### config.mk
export PLATFORM = sky130hd
export DESIGN_NAME = spi_adc_scan
export DESIGN_NICKNAME = d
export VERILOG_FILES = /design/src/rtl/adc_scan_pkg.sv /design/src/rtl/spi_frame_engine.sv /design/src/rtl/scan_sequencer.sv /design/src/rtl/spi_adc_scan.sv
export SDC_FILE = /design/constraint.sdc
export NUM_CORES = 1
export LEC_CHECK = 0
export CORE_MARGIN = 10
export CORE_UTILIZATION = 50
export DETAILED_ROUTE_END_ITERATION = 10
export DONT_BUFFER_PORTS = 1
export GPL_TIMING_DRIVEN = 0
export SYNTH_ARGS = -nofsm -noshare
export SYNTH_HDL_FRONTEND = slang
export SYNTH_SLANG_ARGS = --single-unit
### constraint.sdc
create_clock -name clk -period 3.8 [get_ports clk]
set_input_delay 0.38 -clock clk [delete_from_list [all_inputs] [get_ports clk]]
set_output_delay 0.38 -clock clk [all_outputs]
set_load 0.03 [all_outputs]
### src/rtl/adc_scan_pkg.sv
package adc_scan_pkg;
  localparam int FRAME_W  = 16;  // bits per SPI frame
  localparam int CH_W     = 3;   // channel field width
  localparam int CMD_LSB  = 11;  // lowest bit of the channel field in a command
  localparam int RES_W    = 12;  // result width kept from a reply

  typedef enum logic [2:0] {
    SQ_IDLE,
    SQ_SETUP,
    SQ_LAUNCH,
    SQ_FRAME,
    SQ_OUTW,
    SQ_HOLD
  } seq_state_t;

  function automatic logic [FRAME_W-1:0] cmd_word(input logic [CH_W-1:0] ch);
    cmd_word = FRAME_W'(ch) << CMD_LSB;
  endfunction
endpackage

### src/rtl/spi_frame_engine.sv
// Shifts one mode-3 frame: data out on SCLK falls, data in on SCLK rises.
module spi_frame_engine #(
  parameter int HALF_DIV = 2,
  parameter int FW       = 16
) (
  input  logic          clk,
  input  logic          rst_n,
  input  logic          start,
  input  logic [FW-1:0] tx_word,
  input  logic          miso,
  output logic          sclk,
  output logic          mosi,
  output logic          done,
  output logic [FW-1:0] rx_word
);
  localparam int DW = (HALF_DIV > 1) ? $clog2(HALF_DIV) : 1;
  localparam int BW = $clog2(FW);

  logic          active;
  logic [DW-1:0] div_cnt;
  logic [BW-1:0] bit_cnt;
  logic [FW-1:0] txsr, rxsr;
  logic          sclk_q, mosi_q, done_q;

  always_ff @(posedge clk or negedge rst_n) begin
    if (!rst_n) begin
      active  <= 1'b0;
      div_cnt <= '0;
      bit_cnt <= '0;
      txsr    <= '0;
      rxsr    <= '0;
      sclk_q  <= 1'b1;
      mosi_q  <= 1'b0;
      done_q  <= 1'b0;
    end else begin
      done_q <= 1'b0;
      if (start && !active) begin
        active  <= 1'b1;
        div_cnt <= '0;
        bit_cnt <= '0;
        txsr    <= tx_word;
      end else if (active) begin
        if (div_cnt == DW'(HALF_DIV - 1)) begin
          div_cnt <= '0;
          if (sclk_q) begin
            sclk_q <= 1'b0;
            mosi_q <= txsr[FW-1];
            txsr   <= {txsr[FW-2:0], 1'b0};
          end else begin
            sclk_q  <= 1'b1;
            rxsr    <= {rxsr[FW-2:0], miso};
            bit_cnt <= bit_cnt + 1'b1;
            if (bit_cnt == BW'(FW - 1)) begin
              active <= 1'b0;
              done_q <= 1'b1;
            end
          end
        end else begin
          div_cnt <= div_cnt + 1'b1;
        end
      end
    end
  end

  assign sclk    = sclk_q;
  assign mosi    = mosi_q;
  assign done    = done_q;
  assign rx_word = rxsr;
endmodule

### src/rtl/scan_sequencer.sv
// Burst control: chip select window, channel order, reply re-tagging, output register.
module scan_sequencer
  import adc_scan_pkg::*;
#(
  parameter int HALF_DIV = 2,
  parameter int NCH      = 8
) (
  input  logic               clk,
  input  logic               rst_n,
  input  logic               trig,
  input  logic [NCH-1:0]     chan_mask,
  input  logic               direct_rd,
  input  logic [CH_W-1:0]    direct_ch,
  input  logic               eng_done,
  input  logic [FRAME_W-1:0] eng_rx,
  output logic               eng_start,
  output logic [FRAME_W-1:0] eng_tx,
  output logic               cs_n,
  output logic               busy,
  output logic               overrun,
  output logic               res_valid,
  input  logic               res_ready,
  output logic [RES_W-1:0]   res_data,
  output logic [CH_W-1:0]    res_chan,
  output logic               res_last
);
  localparam int WW = (HALF_DIV > 1) ? $clog2(HALF_DIV) : 1;

  seq_state_t      state;
  logic [NCH-1:0]  pend;
  logic [WW-1:0]   wait_cnt;
  logic [CH_W-1:0] low_idx, cur_ch, prev_ch;
  logic            cur_dummy, have_prev, cs_q, ovr_q;

  always_comb begin
    low_idx = '0;
    for (int i = NCH - 1; i >= 0; i--) begin
      if (pend[i]) low_idx = CH_W'(i);
    end
  end

  assign eng_start = (state == SQ_LAUNCH);
  assign eng_tx    = (pend != '0) ? cmd_word(low_idx) : '0;
  assign busy      = (state != SQ_IDLE);
  assign cs_n      = cs_q;
  assign overrun   = ovr_q;

  always_ff @(posedge clk or negedge rst_n) begin
    if (!rst_n) begin
      state     <= SQ_IDLE;
      pend      <= '0;
      wait_cnt  <= '0;
      cur_ch    <= '0;
      prev_ch   <= '0;
      cur_dummy <= 1'b0;
      have_prev <= 1'b0;
      cs_q      <= 1'b1;
      ovr_q     <= 1'b0;
      res_valid <= 1'b0;
      res_data  <= '0;
      res_chan  <= '0;
      res_last  <= 1'b0;
    end else begin
      ovr_q <= trig && (state != SQ_IDLE);
      unique case (state)
        SQ_IDLE: begin
          if (trig && (direct_rd || chan_mask != '0)) begin
            pend      <= direct_rd ? (NCH'(1) << direct_ch) : chan_mask;
            have_prev <= 1'b0;
            wait_cnt  <= '0;
            cs_q      <= 1'b0;
            state     <= SQ_SETUP;
          end
        end
        SQ_SETUP: begin
          if (wait_cnt == WW'(HALF_DIV - 1)) begin
            wait_cnt <= '0;
            state    <= SQ_LAUNCH;
          end else begin
            wait_cnt <= wait_cnt + 1'b1;
          end
        end
        SQ_LAUNCH: begin
          cur_ch    <= low_idx;
          cur_dummy <= (pend == '0);
          if (pend != '0) pend[low_idx] <= 1'b0;
          state <= SQ_FRAME;
        end
        SQ_FRAME: begin
          if (eng_done) begin
            have_prev <= 1'b1;
            prev_ch   <= cur_ch;
            if (have_prev) begin
              res_valid <= 1'b1;
              res_data  <= eng_rx[RES_W-1:0];
              res_chan  <= prev_ch;
              res_last  <= cur_dummy;
              state     <= SQ_OUTW;
            end else begin
              state <= SQ_LAUNCH;
            end
          end
        end
        SQ_OUTW: begin
          if (res_ready) begin
            res_valid <= 1'b0;
            wait_cnt  <= '0;
            state     <= cur_dummy ? SQ_HOLD : SQ_LAUNCH;
          end
        end
        SQ_HOLD: begin
          if (wait_cnt == WW'(HALF_DIV - 1)) begin
            cs_q  <= 1'b1;
            state <= SQ_IDLE;
          end else begin
            wait_cnt <= wait_cnt + 1'b1;
          end
        end
        default: state <= SQ_IDLE;
      endcase
    end
  end
endmodule

### src/rtl/spi_adc_scan.sv
module spi_adc_scan
  import adc_scan_pkg::*;
#(
  parameter int HALF_DIV = 2,
  parameter int NCH      = 8
) (
  input  logic             clk,
  input  logic             rst_n,
  input  logic             trig,
  input  logic [NCH-1:0]   chan_mask,
  input  logic             direct_rd,
  input  logic [CH_W-1:0]  direct_ch,
  output logic             busy,
  output logic             overrun,
  output logic             sclk,
  output logic             cs_n,
  output logic             mosi,
  input  logic             miso,
  output logic             res_valid,
  input  logic             res_ready,
  output logic [RES_W-1:0] res_data,
  output logic [CH_W-1:0]  res_chan,
  output logic             res_last
);
  logic               eng_start, eng_done;
  logic [FRAME_W-1:0] eng_tx, eng_rx;

  spi_frame_engine #(.HALF_DIV(HALF_DIV), .FW(FRAME_W)) u_eng (
    .clk     (clk),
    .rst_n   (rst_n),
    .start   (eng_start),
    .tx_word (eng_tx),
    .miso    (miso),
    .sclk    (sclk),
    .mosi    (mosi),
    .done    (eng_done),
    .rx_word (eng_rx)
  );

  scan_sequencer #(.HALF_DIV(HALF_DIV), .NCH(NCH)) u_seq (
    .clk       (clk),
    .rst_n     (rst_n),
    .trig      (trig),
    .chan_mask (chan_mask),
    .direct_rd (direct_rd),
    .direct_ch (direct_ch),
    .eng_done  (eng_done),
    .eng_rx    (eng_rx),
    .eng_start (eng_start),
    .eng_tx    (eng_tx),
    .cs_n      (cs_n),
    .busy      (busy),
    .overrun   (overrun),
    .res_valid (res_valid),
    .res_ready (res_ready),
    .res_data  (res_data),
    .res_chan  (res_chan),
    .res_last  (res_last)
  );
endmodule

==> results of run 1 <==
-- final cells by class --
cell class                      count  area [um2]  area share
Multi-Input combinational cell    194        1220       0.367
Tap cell                           75        93.8      0.0283
Timing Repair Buffer                2        37.5      0.0113
Clock buffer                       11         151      0.0456
Clock inverter                      5        53.8      0.0162
Sequential cell                    65        1630       0.491
Inverter                           13        51.3      0.0155
Buffer                             13        85.1      0.0256
-- per-layer routing --
metal / up-vias / routed length, um
li1: 1014 / -
met1: 985 / 2790
met2: 42 / 2560
met3: 6 / 393
met4: 0 / 74
met5: - / 0
-- worst max path at each step --
| stage | from | slack, ps | depth (start not counted) | endpoint |
|---|---|---|---|---|
| floorplan | u_seq.state[2]$_DFFE_PN0P_ | 2190 | 7 | u_seq.res_chan[0]$_DFFE_PN0P_ |
| global placement | u_seq.state[0]$_DFFE_PN0P_ | 2020 | 6 | u_seq.pend[1]$_DFFE_PN0P_ |
| detailed placement | u_seq.state[0]$_DFFE_PN0P_ | 2030 | 6 | u_seq.pend[1]$_DFFE_PN0P_ |
| CTS | u_seq.state[0]$_DFFE_PN0P_ | 1940 | 3 | busy |
| global route | u_seq.state[0]$_DFFE_PN0P_ | 1820 | 6 | u_seq.pend[1]$_DFFE_PN0P_ |
| finish | u_seq.state[0]$_DFFE_PN0P_ | 1970 | 3 | busy |
-- state kept, by name, summed over array words and instances (netlist names), 3 cells and up --
name,count
u_eng.rx_word,12
u_seq.res_data,12
u_seq.pend,8
u_eng.txsr,5
u_eng.bit_cnt,4
u_seq.cur_ch,3
u_seq.prev_ch,3
u_seq.res_chan,3
u_seq.state,3
-- placed cells by master, fill, tap and decap left out, drive strengths merged, types with 4 or more instances in the layout --
cell | netlist | final
a21oi | 14 | 14
clkinv | 0 | 4
nor4 | 4 | 4
or2 | 4 | 4
nor2 | 24 | 24
inv | 13 | 13
a221oi | 4 | 4
clkbuf | 6 | 17
nor4b | 4 | 4
o21ai | 13 | 13
nor3 | 6 | 6
mux2i | 5 | 5
dfrtp | 63 | 63
nand2 | 61 | 61
buf | 7 | 8
mux2 | 22 | 22
-- kinds of logic (layout without fill, tap and decap cells) --
kind of cell | Yosys count | count (layout) | synth area share
AOI/OAI and AO/OA | 48 | 48 | 0.107
adders and majority gates | 1 | 1 | 0.00420
xor gates and xnor gates | 3 | 3 | 0.00881
muxes | 27 | 27 | 0.0999
and+or+nand+nor | 115 | 115 | 0.188
buffers and inverters | 26 | 44 | 0.0457
DFF | 65 | 65 | 0.546
-- critical path, stage by stage, from the launching register on --
cell and delay (ps):
sky130_fd_sc_hd__dfrtp_1 360, sky130_fd_sc_hd__buf_2 180, sky130_fd_sc_hd__nor3_1 340, sky130_fd_sc_hd__inv_1 240
-- power by group through the flow --
stage	combinational [mW]	sequential, mW	clock (mW)
global placement	0.687	1.10	0
global route	0.829	1.12	0.646
finish	0.713	1.09	0.597
CTS	0.720	1.09	0.615
detailed placement	0.693	1.11	0
floorplan	0.576	1.06	0
-- through the flow --
stage | utilization | hold slack, ps | std cells
2_1_floorplan | - | 84.4 | 285
3_3_place_gp | 0.526 | 86.9 | 360
3_5_place_dp | 0.526 | 86.6 | 360
4_1_cts | 0.567 | 139 | 378
5_1_grt | 0.567 | 157 | 378
6_report | 0.567 | 158 | 378
-- repair_timing --
action,in CTS,in global routing
setup buffers,0,0
hold buffers,2,0
hold endpoints to repair,65,0
==> impl_metrics.xml, run 1 <==
<?xml version="1.0" encoding="UTF-8"?>
<metrics>
  <group name="outcome">
    <metric name="status" unit="">finished clean</metric>
  </group>
  <group name="grt">
    <metric name="grt_use_met2" unit="">0.175</metric>
    <metric name="first_global_vias" unit="">1985</metric>
    <metric name="grtUsageMet3" unit="">0.0427</metric>
    <metric name="grt.total_usage" unit="">0.127</metric>
    <metric name="globalRoute.totalOverflow" unit="">0</metric>
    <metric name="groute.layer.met1.usage" unit="">0.174</metric>
    <metric name="grt_max_degree" unit="">66</metric>
    <metric name="gr-max-usage-layer" unit="">met2</metric>
    <metric name="grt_pass1_wl" unit="um">10100</metric>
    <metric name="grt_antenna_before_repair" unit="">0</metric>
  </group>
  <group name="synth">
    <metric name="yosys.area.top_type" unit="">sky130_fd_sc_hd__dfrtp_1</metric>
    <metric name="syn_area" unit="um2">2980</metric>
    <metric name="syn_nets" unit="">303</metric>
    <metric name="yosys.cell_types.count" unit="">50</metric>
    <metric name="seq_area_frac_synth" unit="">0.546</metric>
    <metric name="prevailing_post_synth_register_cell" unit="">sky130_fd_sc_hd__dfrtp_1</metric>
    <metric name="synth_area_leaders" unit="">sky130_fd_sc_hd__dfrtp_1, sky130_fd_sc_hd__nand2_1, sky130_fd_sc_hd__mux2_2</metric>
    <metric name="ys_top_cells_by_count" unit="">sky130_fd_sc_hd__dfrtp_1, sky130_fd_sc_hd__nand2_1, sky130_fd_sc_hd__nor2_1</metric>
    <metric name="yosysTopAreaCellShare" unit="">0.529</metric>
    <metric name="synthesis.instances" unit="">285</metric>
    <metric name="synth_area_per_cell" unit="um2">10.5</metric>
    <metric name="seq_cells_post_synth" unit="">65</metric>
    <metric name="edff_count_synth" unit="">0</metric>
    <metric name="synthArstFlopShare" unit="">1.00</metric>
    <metric name="synth_most_common_cell" unit="">sky130_fd_sc_hd__dfrtp_1</metric>
    <metric name="ys.warnings.count" unit="">0</metric>
  </group>
  <group name="setup_path">
    <metric name="critical_path.endpoint_type" unit="">primary output</metric>
    <metric name="worstPathArrival" unit="ps">1450</metric>
    <metric name="worst-setup-path-type" unit="">flip-flop to primary output</metric>
    <metric name="critical_path.reg2reg.endpoint" unit="">u_seq.pend[1]$_DFFE_PN0P_</metric>
    <metric name="worst-path-max-fanout" unit="">10</metric>
    <metric name="worstReg2RegStart" unit="">u_seq.state[0]$_DFFE_PN0P_</metric>
    <metric name="ff2ff_path_depth" unit="">6</metric>
    <metric name="cp_data_required_time" unit="ps">3420</metric>
    <metric name="r2r_slack" unit="ps">2010</metric>
    <metric name="worst_setup_path_start_kind" unit="">flip-flop</metric>
  </group>
  <group name="power_and_ir_drop">
    <metric name="sequentialPowerShare" unit="">0.454</metric>
    <metric name="post_route_total_power" unit="mW">2.40</metric>
    <metric name="comb_power_share" unit="">0.297</metric>
    <metric name="power_switching_share" unit="">0.371</metric>
    <metric name="cellLeakagePower" unit="nW">1.60</metric>
    <metric name="switchingPower" unit="mW">0.891</metric>
    <metric name="clkPwrFrac" unit="">0.249</metric>
    <metric name="vdd.ir_drop.worst" unit="mV">0.321</metric>
    <metric name="power-per-cell-area" unit="nW/um2">724</metric>
    <metric name="cell_internal_pwr" unit="mW">1.51</metric>
  </group>
  <group name="routing">
    <metric name="vias" unit="">2047</metric>
    <metric name="initialDrtViolationCount" unit="">102</metric>
    <metric name="first_pass_iters" unit="">5</metric>
    <metric name="detail_route.vias_per_cell" unit="">5.42</metric>
    <metric name="drc" unit="">0</metric>
    <metric name="route.detailed.wl_per_inst" unit="um">15.4</metric>
    <metric name="postRouteAntennaNets" unit="">0</metric>
    <metric name="detail_route.wirelength" unit="um">5810</metric>
  </group>
  <group name="place">
    <metric name="globalplace.congestion" unit="">0.866</metric>
    <metric name="placement.io_buffers" unit="">0</metric>
    <metric name="hpwl" unit="um">4110</metric>
    <metric name="place_ws" unit="ps">2030</metric>
    <metric name="postPlaceCellArea" unit="um2">3080</metric>
  </group>
  <group name="clocking">
    <metric name="h-tree-depth" unit="">3</metric>
    <metric name="clockBufferDepth" unit="">2</metric>
    <metric name="tritoncts_clock_tree" unit="">built</metric>
    <metric name="cts.clk_slew.worst_paths" unit="ps">70</metric>
    <metric name="sinks_on_clock_net" unit="">65</metric>
    <metric name="post_cts_resized" unit="">0</metric>
    <metric name="worst_skew_pair.late_latency" unit="ps">330</metric>
    <metric name="cts-root-buf" unit="">sky130_fd_sc_hd__clkbuf_8</metric>
    <metric name="numCtsBuffers" unit="">9</metric>
  </group>
  <group name="floorplan">
    <metric name="core_area" unit="um2">5850</metric>
    <metric name="die-height" unit="um">97.2</metric>
    <metric name="die_area" unit="um2">9450</metric>
    <metric name="die_wd" unit="um">97.2</metric>
    <metric name="fp-row-count" unit="">28</metric>
    <metric name="io-pin-count" unit="">39</metric>
    <metric name="effective_utilization_at_floorplan" unit="">0.510</metric>
  </group>
  <group name="timing">
    <metric name="finalClockSkew" unit="ps">8.88</metric>
    <metric name="unrepaired_setup_endpoints_after_global_routing" unit="">no</metric>
    <metric name="hold_viol_final" unit="">0</metric>
    <metric name="setup_violations" unit="">0</metric>
    <metric name="slew-limit-headroom" unit="">0.679</metric>
    <metric name="max_freq" unit="MHz">547</metric>
    <metric name="worst_slack" unit="ps">1970</metric>
    <metric name="slew_at_the_pin_closest_to_its_max_slew_limit" unit="ps">480</metric>
    <metric name="final_period_minus_worst_setup_slack" unit="ps">1830</metric>
    <metric name="tns" unit="ps">0</metric>
    <metric name="timing_max_transition_violations_final" unit="">0</metric>
    <metric name="final_min_period_over_clock_period" unit="">0.481</metric>
  </group>
  <group name="flow_run">
    <metric name="maxCapViolations" unit="">0</metric>
  </group>
  <group name="layout">
    <metric name="number_of_nets_in_the_layout" unit="">316</metric>
    <metric name="finish.instance_area" unit="um2">3320</metric>
    <metric name="drive_above_1_share" unit="">0.172</metric>
    <metric name="area.growth.synth_to_final" unit="%">11.3</metric>
    <metric name="filler_cell_count" unit="">517</metric>
    <metric name="diodes" unit="">0</metric>
  </group>
  <group name="worst_hold_path">
    <metric name="timing.hold.worst.start" unit="">miso</metric>
    <metric name="min_path_type" unit="">primary input to flip-flop</metric>
    <metric name="holdPathEnd" unit="">u_eng.rx_word[0]$_DFFE_PN0P_</metric>
    <metric name="worstHoldPathCells" unit="">2</metric>
  </group>
</metrics>
Power figures use the tool's default switching activity.
==> run 2, diff against run 1 <==
--- a/config.mk
+++ b/config.mk
@@ -10,6 +10,7 @@
 export DETAILED_ROUTE_END_ITERATION = 10
 export DONT_BUFFER_PORTS = 1
 export GPL_TIMING_DRIVEN = 0
+export PLACE_DENSITY = 0.68
 export SYNTH_ARGS = -nofsm -noshare
 export SYNTH_HDL_FRONTEND = slang
 export SYNTH_SLANG_ARGS = --single-unit
==> constraint.sdc (replaced) <==
create_clock -name clk -period 1.6 [get_ports clk]
set_input_delay 0.16 -clock clk [delete_from_list [all_inputs] [get_ports clk]]
set_output_delay 0.16 -clock clk [all_outputs]
set_load 0.03 [all_outputs]
==> run 2 against run 1 <==
Compared with the run above:
- global-route usage up 0.31 points
- non-clock buffer count grew 12
- clock power rose by 140%
- die area unchanged
- critical endpoint is now u_seq.res_chan[1]$_DFFE_PN0P_
- the flow now finishes with violations (hold timing)
- critical path depth grew 4
- sequential share of layout area decreased by 3.4 points
- register-to-register slack got worse by 2000 ps
- cell count grew 3.2%
- core utilization up 4.4 points
- highest routed layer unchanged
- worst setup slack got worse by 1900 ps
- combinational power grew to 2.8 times the previous value
- worst hold slack got worse by 660 ps
==> impl_metrics.xml, run 2 (synthesized netlist as in run 1, its figures left out) <==
<?xml version="1.0" encoding="UTF-8"?>
<metrics>
  <group name="setup_path">
    <metric name="critical_path.endpoint_type" unit="">flip-flop</metric>
    <metric name="worst_setup_path_start_kind" unit="">flip-flop</metric>
    <metric name="worst-setup-path-type" unit="">flip-flop to flip-flop</metric>
    <metric name="r2r_slack" unit="ps">30</metric>
    <metric name="worst-path-max-fanout" unit="">10</metric>
    <metric name="worstPathArrival" unit="ps">1800</metric>
    <metric name="cp_data_required_time" unit="ps">1830</metric>
  </group>
  <group name="layout">
    <metric name="drive_above_1_share" unit="">0.286</metric>
    <metric name="seqCellArea" unit="um2">1630</metric>
    <metric name="most_used_cells_in_the_layout_excluding_fill_and_tap_cells" unit="">sky130_fd_sc_hd__nand2_1, sky130_fd_sc_hd__dfrtp_1, sky130_fd_sc_hd__nor2_1</metric>
    <metric name="finish.instance_area" unit="um2">3570</metric>
    <metric name="fin_util" unit="">0.611</metric>
    <metric name="multi_input_area" unit="um2">1330</metric>
    <metric name="layout.cells.most_common" unit="">sky130_fd_sc_hd__nand2_1</metric>
    <metric name="fin_cells" unit="">390</metric>
    <metric name="area.growth.synth_to_final" unit="%">19.9</metric>
    <metric name="diodes" unit="">0</metric>
    <metric name="number_of_nets_in_the_layout" unit="">328</metric>
    <metric name="filler_cell_count" unit="">456</metric>
  </group>
  <group name="outcome">
    <metric name="violations" unit="">hold timing</metric>
    <metric name="status" unit="">finished, violations left</metric>
  </group>
  <group name="power_and_ir_drop">
    <metric name="switchingPower" unit="mW">2.32</metric>
    <metric name="vdd.ir_drop.worst" unit="mV">0.900</metric>
    <metric name="power_switching_share" unit="">0.380</metric>
    <metric name="comb_power_share" unit="">0.327</metric>
    <metric name="sequentialPowerShare" unit="">0.436</metric>
    <metric name="clkPwrFrac" unit="">0.236</metric>
    <metric name="power-per-cell-area" unit="nW/um2">1710</metric>
    <metric name="cellLeakagePower" unit="nW">1.70</metric>
    <metric name="cell_internal_pwr" unit="mW">3.79</metric>
  </group>
  <group name="grt">
    <metric name="grt.total_usage" unit="">0.130</metric>
    <metric name="grt_antenna_before_repair" unit="">0</metric>
    <metric name="grt_pass1_wl" unit="um">10300</metric>
    <metric name="first_global_vias" unit="">2043</metric>
    <metric name="grt_max_degree" unit="">66</metric>
    <metric name="globalRoute.totalOverflow" unit="">0</metric>
  </group>
  <group name="clocking">
    <metric name="numCtsBuffers" unit="">9</metric>
    <metric name="sinks_on_clock_net" unit="">65</metric>
    <metric name="tritoncts_clock_tree" unit="">built</metric>
    <metric name="number_of_hold_buffers_added_after_cts" unit="">3</metric>
    <metric name="cts-root-buf" unit="">sky130_fd_sc_hd__clkbuf_8</metric>
    <metric name="h-tree-depth" unit="">3</metric>
    <metric name="worst_skew_pair.late_latency" unit="ps">340</metric>
    <metric name="clockBufferDepth" unit="">2</metric>
    <metric name="cts.clk_slew.worst_paths" unit="ps">80</metric>
  </group>
  <group name="routing">
    <metric name="postRouteAntennaNets" unit="">0</metric>
    <metric name="first_pass_iters" unit="">4</metric>
    <metric name="vias" unit="">2157</metric>
    <metric name="route.detailed.wl_per_inst" unit="um">15.6</metric>
    <metric name="initialDrtViolationCount" unit="">108</metric>
    <metric name="detail_route.wirelength" unit="um">6090</metric>
    <metric name="drc" unit="">0</metric>
    <metric name="detail_route.vias_per_cell" unit="">5.53</metric>
  </group>
  <group name="timing">
    <metric name="unrepaired_setup_endpoints_after_global_routing" unit="">yes</metric>
    <metric name="timing.hold.ws" unit="ps">-500</metric>
    <metric name="setup_violations" unit="">0</metric>
    <metric name="max_freq" unit="MHz">638</metric>
    <metric name="finalClockSkew" unit="ps">9.37</metric>
    <metric name="final_min_period_over_clock_period" unit="">0.980</metric>
    <metric name="worst_slack" unit="ps">31.6</metric>
    <metric name="slew-limit-headroom" unit="">0.716</metric>
    <metric name="slew_at_the_pin_closest_to_its_max_slew_limit" unit="ps">424</metric>
    <metric name="hold_viol_final" unit="">65</metric>
    <metric name="final_period_minus_worst_setup_slack" unit="ps">1570</metric>
    <metric name="timing_max_transition_violations_final" unit="">0</metric>
  </group>
  <group name="flow_run">
    <metric name="maxCapViolations" unit="">0</metric>
  </group>
  <group name="worst_hold_path">
    <metric name="min_path_type" unit="">primary input to asynchronous set/reset pin</metric>
  </group>
  <group name="place">
    <metric name="hpwl" unit="um">4100</metric>
    <metric name="globalplace.congestion" unit="">0.866</metric>
    <metric name="place_ws" unit="ps">-239</metric>
    <metric name="postPlaceCellArea" unit="um2">3080</metric>
    <metric name="placement.io_buffers" unit="">0</metric>
    <metric name="post-place-cells" unit="">360</metric>
  </group>
  <group name="floorplan">
    <metric name="io-pin-count" unit="">39</metric>
    <metric name="die_area" unit="um2">9450</metric>
    <metric name="effective_utilization_at_floorplan" unit="">0.510</metric>
    <metric name="fp-row-count" unit="">28</metric>
    <metric name="core_area" unit="um2">5850</metric>
    <metric name="die-height" unit="um">97.2</metric>
    <metric name="die_wd" unit="um">97.2</metric>
  </group>
</metrics>
[run 2: cell count changes in the layout (fill, tap and decap cells not counted), moves of 3 or more]
cell                       delta
sky130_fd_sc_hd__buf_4       +10
sky130_fd_sc_hd__clkbuf_1     -4
sky130_fd_sc_hd__clkinv_2     -3
sky130_fd_sc_hd__dfrtp_1      -4
sky130_fd_sc_hd__dfrtp_2      +4
sky130_fd_sc_hd__inv_6        +3
sky130_fd_sc_hd__mux2_1       -5
sky130_fd_sc_hd__mux2_4       +5
sky130_fd_sc_hd__nor2_1       -3
sky130_fd_sc_hd__nor2_2       +3
[run 2: stage by stage]
stage	TNS (ps)	hold slack, ps	total power, mW
after global routing	-14.6	-522	6.54
after floorplan	0	-136	3.88
after CTS	-5.53	-512	5.86
final	0	-500	6.11
after detailed placement	-1620	-133	4.28
after global placement	-1260	-133	4.23
[run 2: critical path, cell delays in order, from the launching register on]
cell	delay [ps]
sky130_fd_sc_hd__dfrtp_1	370
sky130_fd_sc_hd__buf_6	140
sky130_fd_sc_hd__inv_8	50
sky130_fd_sc_hd__nand4_4	90
sky130_fd_sc_hd__or2_1	230
sky130_fd_sc_hd__buf_6	130
sky130_fd_sc_hd__buf_12	140
sky130_fd_sc_hd__mux2_1	300
[run 2: per-layer routing]
metal	vias up	routed length (um)	global-route usage	share of wire
met5	-	0	0	0
met4	0	75	0.0537	0.012
met3	8	368	0.0441	0.060
li1	1045	-	-	-
met2	43	2930	0.196	0.48
met1	1061	2720	0.166	0.45
[run 2: timing repair]
| action | in CTS | in global routing |
|---|---|---|
| setup buffers | 9 | 3 |
| pin swaps | 3 | 5 |
| gates cloned | 0 | 1 |
| hold endpoints to repair | 68 | 65 |
| resized for setup | 16 | 31 |
| endpoints found under the setup margin | 29 | 34 |
[run 2: path summary, 6_finish.rpt]
check | depth (start not counted) | endpoint | startpoint
min reg2reg | 1 | u_seq.res_chan[1]$_DFFE_PN0P_ | u_seq.prev_ch[1]$_DFFE_PN0P_
min in group clk | 3 | u_seq.pend[6]$_DFFE_PN0P_ | direct_rd
max | 7 | u_seq.res_chan[1]$_DFFE_PN0P_ | u_seq.state[2]$_DFFE_PN0P_
min | 0 | u_seq.res_data[5]$_DFFE_PN0P_ | rst_n
max reg2reg | 7 | u_seq.res_chan[1]$_DFFE_PN0P_ | u_seq.state[2]$_DFFE_PN0P_
max in group asynchronous | 0 | u_eng.sclk$_DFFE_PN1P_ | rst_n
[run 2: cell type report]
type	instances	area share
clock inverter	6	0.0203
clock buffer	10	0.0385
multi-input combinational	194	0.372
tap	75	0.0263
inverter	13	0.0158
sequential	65	0.457
timing repair buffer	16	0.0427
buffer	11	0.0273
[run 2: power groups by stage]
stage	Sequential (mW)	Clock [mW]	Combinational [mW]
after global placement	2.61	0	1.62
after floorplan	2.51	0	1.37
final	2.67	1.44	2.00
after global routing	2.74	1.55	2.25
after detailed placement	2.63	0	1.65
after CTS	2.62	1.48	1.76
